File: src/rtl/pgwalk_pkg.sv
package pgwalk_pkg;
   typedef enum logic [2:0] {
      ST_IDLE,
      ST_READ_DIR,
      ST_WAIT_DIR,
      ST_READ_PTE,
      ST_WAIT_PTE,
      ST_DONE,
      ST_FAULT
   } walk_state_t;

   localparam logic [1:0] FLT_NONE    = 2'd0;
   localparam logic [1:0] FLT_ABSENT  = 2'd1;
   localparam logic [1:0] FLT_PROTECT = 2'd2;

   // flag positions inside an entry
   localparam int FLG_PRESENT  = 0;
   localparam int FLG_WRITABLE = 1;
   localparam int FLG_USER     = 2;
   localparam int FLG_W        = 3;
endpackage

File: src/rtl/pgwalk_addr.sv
module pgwalk_addr #(
   parameter int ADDR_W = 32,
   parameter int IDX_W  = 10,
   parameter int OFF_W  = 12,
   parameter int ESZ_LG = 2
) (
   input  logic [ADDR_W-OFF_W-1:0] frame,
   input  logic [IDX_W-1:0]        index,
   output logic [ADDR_W-1:0]       addr
);
   localparam int FRAME_W = ADDR_W - OFF_W;

   logic [ADDR_W-1:0] page_base;
   logic [ADDR_W-1:0] slot_off;

   always_comb begin
      page_base = {frame, {OFF_W{1'b0}}};
      slot_off  = ADDR_W'(index) << ESZ_LG;
      addr      = page_base + slot_off;
   end

   if (FRAME_W < 1) begin : g_bad_frame
      $error("pgwalk_addr: frame field has no width");
   end
endmodule

File: src/rtl/pgwalk_perm.sv
module pgwalk_perm #(
   parameter bit CHECK_ACCESS = 1'b1
) (
   input  logic [pgwalk_pkg::FLG_W-1:0] flags,
   input  logic                         is_write,
   input  logic                         is_user,
   output logic [1:0]                   code
);
   import pgwalk_pkg::*;

   logic denied;

   if (CHECK_ACCESS) begin : g_full
      always_comb begin
         denied = (is_write && !flags[FLG_WRITABLE]) ||
                  (is_user  && !flags[FLG_USER]);
      end
   end else begin : g_presence_only
      logic unused_access;
      always_comb begin
         unused_access = is_write ^ is_user ^ flags[FLG_WRITABLE] ^ flags[FLG_USER];
         denied = 1'b0;
      end
   end

   always_comb begin
      if (!flags[FLG_PRESENT])
         code = FLT_ABSENT;
      else if (denied)
         code = FLT_PROTECT;
      else
         code = FLT_NONE;
   end

   always_comb begin
      if (!flags[FLG_PRESENT])
         AST_ABSENT_WINS: assert (code == FLT_ABSENT);
      if (flags[FLG_PRESENT] && !is_write && !is_user)
         AST_SUPER_READ_OK: assert (code == FLT_NONE);
   end
endmodule

File: src/rtl/pgwalk_top.sv
module pgwalk_top #(
   parameter int ADDR_W      = 32,
   parameter int IDX_W       = 10,
   parameter int OFF_W       = 12,
   parameter int ESZ_LG      = 2,
   parameter bit DIR_PERM_EN = 1'b1
) (
   input  logic              clk,
   input  logic              rst_n,
   input  logic              req_valid,
   output logic              req_ready,
   input  logic [ADDR_W-1:0] req_vaddr,
   input  logic              req_write,
   input  logic              req_user,
   input  logic [ADDR_W-1:0] table_root,
   output logic              mem_req,
   output logic [ADDR_W-1:0] mem_addr,
   input  logic              mem_rsp_valid,
   input  logic [ADDR_W-1:0] mem_rsp_data,
   output logic              done,
   output logic [1:0]        fault_code,
   output logic              fault_lvl,
   output logic [ADDR_W-1:0] paddr,
   output logic [OFF_W-1:0]  attr
);
   import pgwalk_pkg::*;

   localparam int FRAME_W = ADDR_W - OFF_W;
   localparam int DIR_LO  = OFF_W + IDX_W;

   if (2 * IDX_W + OFF_W != ADDR_W) begin : g_bad_split
      $error("pgwalk_top: index and offset widths must fill the address");
   end
   if (IDX_W + ESZ_LG > OFF_W) begin : g_bad_table
      $error("pgwalk_top: one table must fit in one page");
   end
   if (OFF_W < FLG_W) begin : g_bad_flags
      $error("pgwalk_top: offset too narrow to hold entry flags");
   end

   walk_state_t           state_q;
   logic [ADDR_W-1:0]     va_q;
   logic                  wr_q, usr_q;
   logic [FRAME_W-1:0]    root_q;
   logic [FRAME_W-1:0]    leaf_tbl_q;
   logic [ADDR_W-1:0]     paddr_q;
   logic [OFF_W-1:0]      attr_q;
   logic [1:0]            code_q;
   logic                  lvl_q;

   logic                  at_dir;
   logic [FRAME_W-1:0]    sel_frame;
   logic [IDX_W-1:0]      sel_index;
   logic [1:0]            dir_code, pte_code;
   logic                  unused_root;

   assign unused_root = ^table_root[OFF_W-1:0];

   always_comb begin
      at_dir    = (state_q == ST_READ_DIR) || (state_q == ST_WAIT_DIR);
      sel_frame = at_dir ? root_q : leaf_tbl_q;
      sel_index = at_dir ? va_q[DIR_LO +: IDX_W] : va_q[OFF_W +: IDX_W];
   end

   pgwalk_addr #(
      .ADDR_W(ADDR_W), .IDX_W(IDX_W), .OFF_W(OFF_W), .ESZ_LG(ESZ_LG)
   ) u_addr (
      .frame(sel_frame),
      .index(sel_index),
      .addr (mem_addr)
   );

   pgwalk_perm #(.CHECK_ACCESS(DIR_PERM_EN)) u_dir_perm (
      .flags   (mem_rsp_data[FLG_W-1:0]),
      .is_write(wr_q),
      .is_user (usr_q),
      .code    (dir_code)
   );

   pgwalk_perm #(.CHECK_ACCESS(1'b1)) u_pte_perm (
      .flags   (mem_rsp_data[FLG_W-1:0]),
      .is_write(wr_q),
      .is_user (usr_q),
      .code    (pte_code)
   );

   always_ff @(posedge clk) begin
      if (!rst_n) begin
         state_q    <= ST_IDLE;
         va_q       <= '0;
         wr_q       <= 1'b0;
         usr_q      <= 1'b0;
         root_q     <= '0;
         leaf_tbl_q <= '0;
         paddr_q    <= '0;
         attr_q     <= '0;
         code_q     <= FLT_NONE;
         lvl_q      <= 1'b0;
      end else begin
         unique case (state_q)
            ST_IDLE: if (req_valid) begin
               va_q    <= req_vaddr;
               wr_q    <= req_write;
               usr_q   <= req_user;
               root_q  <= table_root[ADDR_W-1:OFF_W];
               state_q <= ST_READ_DIR;
            end
            ST_READ_DIR: state_q <= ST_WAIT_DIR;
            ST_WAIT_DIR: if (mem_rsp_valid) begin
               if (dir_code != FLT_NONE) begin
                  code_q  <= dir_code;
                  lvl_q   <= 1'b0;
                  state_q <= ST_FAULT;
               end else begin
                  leaf_tbl_q <= mem_rsp_data[ADDR_W-1:OFF_W];
                  state_q    <= ST_READ_PTE;
               end
            end
            ST_READ_PTE: state_q <= ST_WAIT_PTE;
            ST_WAIT_PTE: if (mem_rsp_valid) begin
               if (pte_code != FLT_NONE) begin
                  code_q  <= pte_code;
                  lvl_q   <= 1'b1;
                  state_q <= ST_FAULT;
               end else begin
                  paddr_q <= {mem_rsp_data[ADDR_W-1:OFF_W], va_q[OFF_W-1:0]};
                  attr_q  <= mem_rsp_data[OFF_W-1:0];
                  code_q  <= FLT_NONE;
                  lvl_q   <= 1'b1;
                  state_q <= ST_DONE;
               end
            end
            ST_DONE, ST_FAULT: state_q <= ST_IDLE;
            default: state_q <= ST_IDLE;
         endcase
      end
   end

   always_comb begin
      req_ready  = (state_q == ST_IDLE);
      mem_req    = (state_q == ST_READ_DIR) || (state_q == ST_WAIT_DIR) ||
                   (state_q == ST_READ_PTE) || (state_q == ST_WAIT_PTE);
      done       = (state_q == ST_DONE) || (state_q == ST_FAULT);
      fault_code = code_q;
      fault_lvl  = lvl_q;
      paddr      = paddr_q;
      attr       = attr_q;
   end

   AST_REQ_HELD: assert property (@(posedge clk) disable iff (!rst_n)
      mem_req && !mem_rsp_valid |=> mem_req && $stable(mem_addr));
   AST_ADDR_ALIGNED: assert property (@(posedge clk) disable iff (!rst_n)
      mem_req |-> mem_addr[ESZ_LG-1:0] == '0);
   AST_DONE_PULSE: assert property (@(posedge clk) disable iff (!rst_n)
      done |=> !done);
   AST_NO_READ_AT_END: assert property (@(posedge clk) disable iff (!rst_n)
      done |-> !mem_req && !req_ready);
   AST_READY_IDLE: assert property (@(posedge clk) disable iff (!rst_n)
      req_ready |-> !mem_req && !done);
   AST_ACCEPT_STARTS: assert property (@(posedge clk) disable iff (!rst_n)
      req_valid && req_ready |=> mem_req && !req_ready);
   AST_CODE_LEGAL: assert property (@(posedge clk) disable iff (!rst_n)
      done |-> fault_code != 2'd3);
endmodule

File: config.mk
export PLATFORM = sky130hd
export DESIGN_NAME = pgwalk_top
export DESIGN_NICKNAME = d
export VERILOG_FILES = /design/src/rtl/pgwalk_pkg.sv /design/src/rtl/pgwalk_addr.sv /design/src/rtl/pgwalk_perm.sv /design/src/rtl/pgwalk_top.sv
export SDC_FILE = /design/constraint.sdc
export NUM_CORES = 1
export LEC_CHECK = 0
export BUFFER_PORTS_ARGS = -buffer_cell sky130_fd_sc_hd__buf_4
export CORE_MARGIN = 2
export CORE_UTILIZATION = 49
export DETAILED_ROUTE_END_ITERATION = 8
export PLACE_DENSITY = 0.76
export SLEW_MARGIN = 20
export SYNTH_ARGS = -nofsm -noshare
export SYNTH_HDL_FRONTEND = slang
export SYNTH_SLANG_ARGS = --single-unit
File: constraint.sdc
create_clock -name clk -period 1.9 [get_ports clk]
set_input_delay 0.095 -clock clk [delete_from_list [all_inputs] [get_ports clk]]
set_output_delay 0.095 -clock clk [all_outputs]
set_load 0.01 [all_outputs]
==> summary.md, run 1 <==
| Metric | Value |
|---|---|
| GP Congestion | 0.814 |
| R2R cell count | 5 |
| CTS Buf Count | 17 |
| First-pass GRT wire length | 24600 um |
| Drc violations | 0 |
| Sink Count | 124 |
| Pwr Total | 8.04 mW |
| Synth Area per Inst | 8.67 um^2 |
| CTS tree | yes |
| WL final | 16400 um |
| Final min period | 1.99 ns |
| Depth of the CTS H-tree | 4 |
| # IOs | 184 |
| Clk root buf | clkbuf_8 |
| Adder-cell share of the synthesized area | 0% |
| Leak | 3.52 nW |
| Placement row count | 37 |
| Inst Count DP | 849 |
| Worst Hold Class | input pin to flip-flop |
| Multiplexer area fraction after synthesis | 6.70% |
| Synth Area in XOR/XNOR | 0.348% |
| Fin nets | 931 |
| Die span in x | 105 um |
| R2R setup slack | 0.13 ns |
| P&R area growth vs syn | 64.3% |
| Cells after Synth | 581 |
| Die Footprint | 11100 um^2 |
| Highest clock rate | 503 MHz |
| Pre-CTS WS | 0.204 ns |
| Worst Path Arrival | 1.89 ns |
| Vias in the first global route | 5078 |
| Vias | 5186 |
| Total gr overflow | 0 |
| Port bufs | 169 |
| Worst VDD drop | 623 uV |
| Failing checks | setup timing |
| Clock Latency Late Sink | 0.51 ns |
| Aggregate global-route resource usage | 27.7% |
| Initial antenna violation count | 0 |
| Finished Core Util | 81.6% |
| DRT antenna net count | 0 |
| Final Hold Violating Endpoints | 0 |
| Worst setup path category | flip-flop to output pin |
| Worst-path clk slew | 0.06 ns |
| FF-to-FF Start | state_q[1] |
| Share of cells above drive strength 1 | 32.2% |
| DR WL/cell | 16.8 um |
| Hold wc startpoint | req_vaddr[7] |
| Max-cap check violation count | 0 |
| Critical Path RT | 1.80 ns |
| Fillers | 576 |
| Primary FF master, synth | dfxtp_1 |
| Status | finished with violations |
| Setup crit start kind | flip-flop |
| Post-detail-place hpwl | 8580 um |
| Post-Synthesis Cell Area | 5040 um^2 |
| Post-synth EDFFs | 0 |
| Seq cells post-synth | 124 |
| Hold Path End | va_q[7] |
| Largest family of logic cells by synthesized area | simple AND/OR/NAND/NOR gates |
| Final setup viols | 30 |
| Synth Area in Compound Gates | 16.2% |
| Post-synthesis sequential area ratio | 49.3% |
| Final period utilization | 105% |
| Worst clock skew | 0.00913 ns |
| Initial Util | 49.7% |
| Power Dens Cells | 972 nW/um^2 |
| CP max FO | 6 |
| Pins Over Slew Limit | 0 |
| Synth Area in Simple Gates | 21.8% |
| Setup crit end kind | output pin |
| Non-filler instance count after layout | 979 |
| DR pass1 iterations | 6 |
| Final worst slack | -0.0890 ns |
| Post-synth cell types | 35 |
| Ys Warns | 0 |
| DR vias/cell | 5.30 |
| CORE AREA | 10100 um^2 |
| Hold depth | 4 |
| Clock buffer depth | 2 |
| Area of the multi-input gates | 2390 um^2 |
| Die Ht | 105 um |
| Unrepaired setup endpoints after global routing | yes |
| Reg-to-Reg End | state_q[0] |
| Largest net degree at the start of global routing | 87 |
| Sequential cell area | 2490 um^2 |
| Post-synth ARST share | 0% |
| Starting DRT DRC Count | 366 |
==> repair_timing <==
| action | in CTS | in global routing |
|---|---|---|
| hold buffers | 90 | 0 |
| endpoints found under the setup margin | 30 | 30 |
| gates cloned | 1 | 2 |
| resized for setup | 8 | 50 |
| buffers inserted | 6 | 0 |
| pin swaps | 1 | 2 |
| hold endpoints to repair | 110 | 0 |
==> flip-flops by register name (all words and copies together) (netlist names) <==
name / cells
paddr: 32
va_q: 32
leaf_tbl_q: 20
root_q: 20
attr: 12
state_q: 3
fault_code: 2
fault_lvl: 1
usr_q: 1
wr_q: 1
==> critical path, stage by stage (launching register included) <==
cell,delay (ns)
dfxtp_4,0.36
xnor2_4,0.15
nor2_4,0.12
buf_12,0.15
clkbuf_16,0.16
mux2_4,0.31
buf_6,0.13
==> layout make-up <==
type	instances	area share, %
timing repair buffer	279	30.9
sequential	124	30.1
multi-input combinational	405	28.9
clock buffer	19	5.34
clock inverter	13	2.57
tap	136	2.06
inverter	2	0.0907
antenna	1	0.0302
==> kinds of logic after synthesis <==
logic type | after synthesis
AND/OR/NAND/NOR | 242
multiplexers | 30
other | 1
flip-flops | 124
buffers and inverters | 53
AO/OA/AOI/OAI | 129
XOR/XNOR | 2
==> Yosys cell counts (all sizes together), types with 3 or more instances <==
master	n	area share (%)
buf	28	3.8
mux2	30	6.7
nand2b	3	0.37
a21boi	57	8.6
clkbuf	23	1.7
nand3	67	7.2
nor2b	5	0.62
a21oi	4	0.40
nand2	156	12
dfxtp	124	49
o21ai	64	6.6
nor2	3	0.22
==> through the flow <==
step / hold WS, ns / instance area, um^2 / setup TNS, ns
2_1_floorplan: 0.226 / 5040 / 0
3_3_place_gp: 0.339 / 6390 / 0
3_5_place_dp: 0.350 / 6390 / 0
4_1_cts: 0.365 / 8050 / -3.08
5_1_grt: 0.385 / 8280 / -3.34
6_report: 0.375 / 8280 / -1.50
==> power by group <==
| group | switching (mW) | internal (mW) | leakage (nW) |
|---|---|---|---|
| Sequential | 0.0933 | 2.75 | 1.01 |
| Clock | 1.20 | 2.34 | 0.311 |
| Combinational | 0.760 | 0.894 | 2.20 |
| Total | 2.06 | 5.99 | 3.52 |
==> layout by cell type (no fill, tap or decap), types with 18 or more instances in the layout <==
| master | instances |
|---|---|
| o21ai_1 | 26 |
| o21ai_0 | 35 |
| buf_6 | 25 |
| mux2_4 | 23 |
| nand2_1 | 155 |
| nand3_1 | 61 |
| a21boi_1 | 50 |
| dfxtp_1 | 121 |
| buf_4 | 154 |
| dlygate4sd3_1 | 90 |
| clkbuf_16 | 18 |
==> how the worst max path moves through the flow <==
stage / slack (ns) / endpoint / cells past startpoint / from
6_report: -0.09 / mem_addr[30] / 6 / state_q[0]
5_1_grt: -0.15 / mem_addr[23] / 6 / state_q[0]
4_1_cts: -0.12 / mem_addr[12] / 6 / state_q[1]
3_5_place_dp: 0.20 / mem_addr[23] / 5 / state_q[1]
3_3_place_gp: 0.27 / mem_addr[24] / 5 / state_q[1]
2_1_floorplan: 0.48 / paddr[25] / 7 / state_q[1]
==> layer usage <==
metal	share of wire, %	wire length, um	vias up	track usage [%]
met5	0	0	-	0
met4	1.9	312	0	10.0
met3	6.3	1030	29	6.49
met2	54	8800	232	49.8
met1	38	6270	2474	31.9
li1	-	-	2451	-
No activity file was read; power rests on OpenSTA's default activity.
==> inputs of run 2 (changes only) <==
--- a/config.mk
+++ b/config.mk
@@ -7,10 +7,12 @@
 export LEC_CHECK = 0
 export BUFFER_PORTS_ARGS = -buffer_cell sky130_fd_sc_hd__buf_4
 export CORE_MARGIN = 2
-export CORE_UTILIZATION = 49
+export CORE_UTILIZATION = 52
+export CTS_BUF_LIST = sky130_fd_sc_hd__clkbuf_4
 export DETAILED_ROUTE_END_ITERATION = 8
-export PLACE_DENSITY = 0.76
+export PLACE_DENSITY = 0.79
 export SLEW_MARGIN = 20
 export SYNTH_ARGS = -nofsm -noshare
 export SYNTH_HDL_FRONTEND = slang
+export SYNTH_HIERARCHICAL = 1
 export SYNTH_SLANG_ARGS = --single-unit
==> summary.md, run 2 <==
| Metric | Value |
|---|---|
| Post-synth top cells | 124 x dfxtp_1, 119 x a21oi_1, 110 x nand2_1 |
| Hold depth | 3 |
| Most frequent cells in the layout | 165 x buf_4, 121 x dfxtp_1, 119 x a21oi_1, 110 x nand2_1, 89 x dlygate4sd3_1 |
| Port bufs | 169 |
| Post-synthesis sequential area ratio | 45.7% |
| Ys Warns | 6 |
| Primary FF master, synth | dfxtp_1 |
| Clock buffer depth | 2 |
| Final min period | 2.07 ns |
| DR WL/cell | 17.1 um |
| Vias | 5627 |
| Most common cell after layout, fill and taps aside | buf_4 |
| Worst VDD drop | 732 uV |
| Max-cap check violation count | 0 |
| Share of Yosys cell area claimed by the top area cell type | 45.7% |
| # IOs | 184 |
| WL final | 17500 um |
| Worst Path Arrival | 1.97 ns |
| Worst Max-Slew Pin Slew | 1.14 ns |
| Setup TNS | -3.88 ns |
| Internal Pwr Total | 5.64 mW |
| CTS tree | yes |
| DR pass1 iterations | 5 |
| Power Dens Cells | 1080 nW/um^2 |
| Vias in the first global route | 5573 |
| Worst Hold Class | input pin to flip-flop |
| Post-Synthesis Cell Area | 5430 um^2 |
| Post-synth EDFFs | 0 |
| Net Sw Power | 3.08 mW |
| Pins Over Slew Limit | 0 |
| Share of cells above drive strength 1 | 30.6% |
| Worst clock skew | 0.0147 ns |
| CP max FO | 13 |
| Starting DRT DRC Count | 559 |
| Clock Latency Late Sink | 0.53 ns |
| Post-synth ARST share | 0% |
| Seq pwr share | 35.2% |
| DRT antenna net count | 0 |
| Initial Util | 53.1% |
| Count leader, synth | dfxtp_1 |
| Critical Path RT | 1.80 ns |
| First-pass GRT wire length | 27200 um |
| Total gr overflow | 0 |
| Final Hold Violating Endpoints | 0 |
| Die span in x | 106 um |
| Clock network fraction of total power | 22.4% |
| Sink Count | 124 |
| Depth of the CTS H-tree | 4 |
| Non-filler instance count after layout | 1022 |
| Final period utilization | 109% |
| Placement row count | 37 |
| Seq cells post-synth | 124 |
| Net Sw Frac | 35.3% |
| CTS Buf Count | 17 |
| R2R cell count | 5 |
| Worst-path clk slew | 0.12 ns |
| Max_slew headroom | 24.2% |
| Finished Core Util | 79.2% |
| P&R area growth vs syn | 49.1% |
| Status | finished with violations |
| Highest clock rate | 484 MHz |
| Clk root buf | clkbuf_4 |
| DR vias/cell | 5.51 |
| Die Footprint | 11300 um^2 |
| Post-detail-place hpwl | 9650 um |
| Drc violations | 0 |
| Setup crit start kind | flip-flop |
| Unrepaired setup endpoints after global routing | yes |
| Initial antenna violation count | 1 |
| Leak | 3.29 nW |
| Setup crit end kind | output pin |
| Largest net degree at the start of global routing | 47 |
| Main area contributors after synthesis | dfxtp_1 46%, a21oi_1 11%, nand2_1 7.6% |
| Aggregate global-route resource usage | 30.4% |
| Synth Area per Inst | 8.31 um^2 |
| Post-synth cell types | 39 |
| Final worst slack | -0.166 ns |
| Leading area contributor after synthesis | dfxtp_1 |
| Failing checks | setup timing |
| Fin nets | 974 |
| Logic pwr share | 42.4% |
| CORE AREA | 10200 um^2 |
| Worst setup path category | flip-flop to output pin |
| Inst Count DP | 890 |
| Final setup viols | 30 |
| Cells after Synth | 654 |
| GP Congestion | 0.796 |
| Die Ht | 106 um |
run 2: cell types whose count changed in the layout (fill, tap and decap cells not counted), sizes merged, moves of 3 or more:
cell      change
buf          +10
nor2b         -3
o21ai         +3
nor2          +3
a211oi        +5
a21boi       -57
nand2b        +3
nand2        -46
clkinvlp      +3
nand3         -3
a21oi       +117
o21a          +3
run 2: cell families after synthesis:
group                     synth area share [%]
muxes                                     6.59
buffers and inverters                     10.9
xor gates and xnor gates                 0.322
and+or+nand+nor                           17.0
DFF                                       45.7
AOI/OAI and AO/OA                         19.5
other                                   0.0690
run 2: metrics by stage:
stage               worst slack, ns  total power, mW  instance area (um^2)  hold WS, ns
global route                 -0.237             9.11                  8100        0.304
CTS                          -0.186             8.28                  7920        0.303
global placement              0.207             5.67                  6570        0.326
floorplan                     0.386             5.08                  5440        0.213
finish                       -0.166             8.72                  8100        0.343
detailed placement            0.140             5.75                  6570        0.334
run 2: final cells by class:
class	count	area (um^2)
Multi-Input combinational cell	438	2500
Timing Repair Buffer	288	2620
Clock buffer	17	128
Inverter	3	12.5
Antenna cell	1	2.50
Tap cell	136	170
Sequential cell	124	2490
Fill cell	646	2130
Clock inverter	15	173
run 2: critical path: stages (launching register included):
cell and delay [ns]:
dfxtp_4 0.38, buf_12 0.15, nor2_4 0.16, buf_6 0.14, clkbuf_16 0.15, mux2_4 0.32, buf_6 0.12
run 2: what timing repair did:
action / CTS / global route
pin swaps: 1 / 3
cloned: 1 / 3
hold buffers: 89 / 0
endpoints found under the setup margin: 30 / 60
endpoints found under the hold margin: 111 / 0
resized for setup: 25 / 36
setup buffers: 5 / 2
run 2: path summary, 6_finish.rpt:
| path | startpoint | to | slack (ns) |
|---|---|---|---|
| worst max-delay path | state_q[2] | mem_addr[29] | -0.17 |
| worst min-delay path | rst_n | state_q[1] | 0.34 |
| worst max register to register | state_q[0] | va_q[23] | 0.05 |
| worst min register to register | va_q[29] | va_q[29] | 0.47 |
run 2: power by group through the flow:
stage               clock network (mW)  registers (mW)  logic (mW)
floorplan                            0            3.04        2.04
global placement                     0            3.10        2.58
detailed placement                   0            3.12        2.63
CTS                               1.97            3.05        3.26
global route                      2.08            3.10        3.93
finish                            1.95            3.07        3.70
run 2: metal layers:
metal | GRT usage (%) | part of all wire (%)
met1 | 36.0 | 39
met2 | 50.9 | 50
met3 | 8.52 | 7.2
met4 | 14.1 | 3.4
met5 | 0 | 0
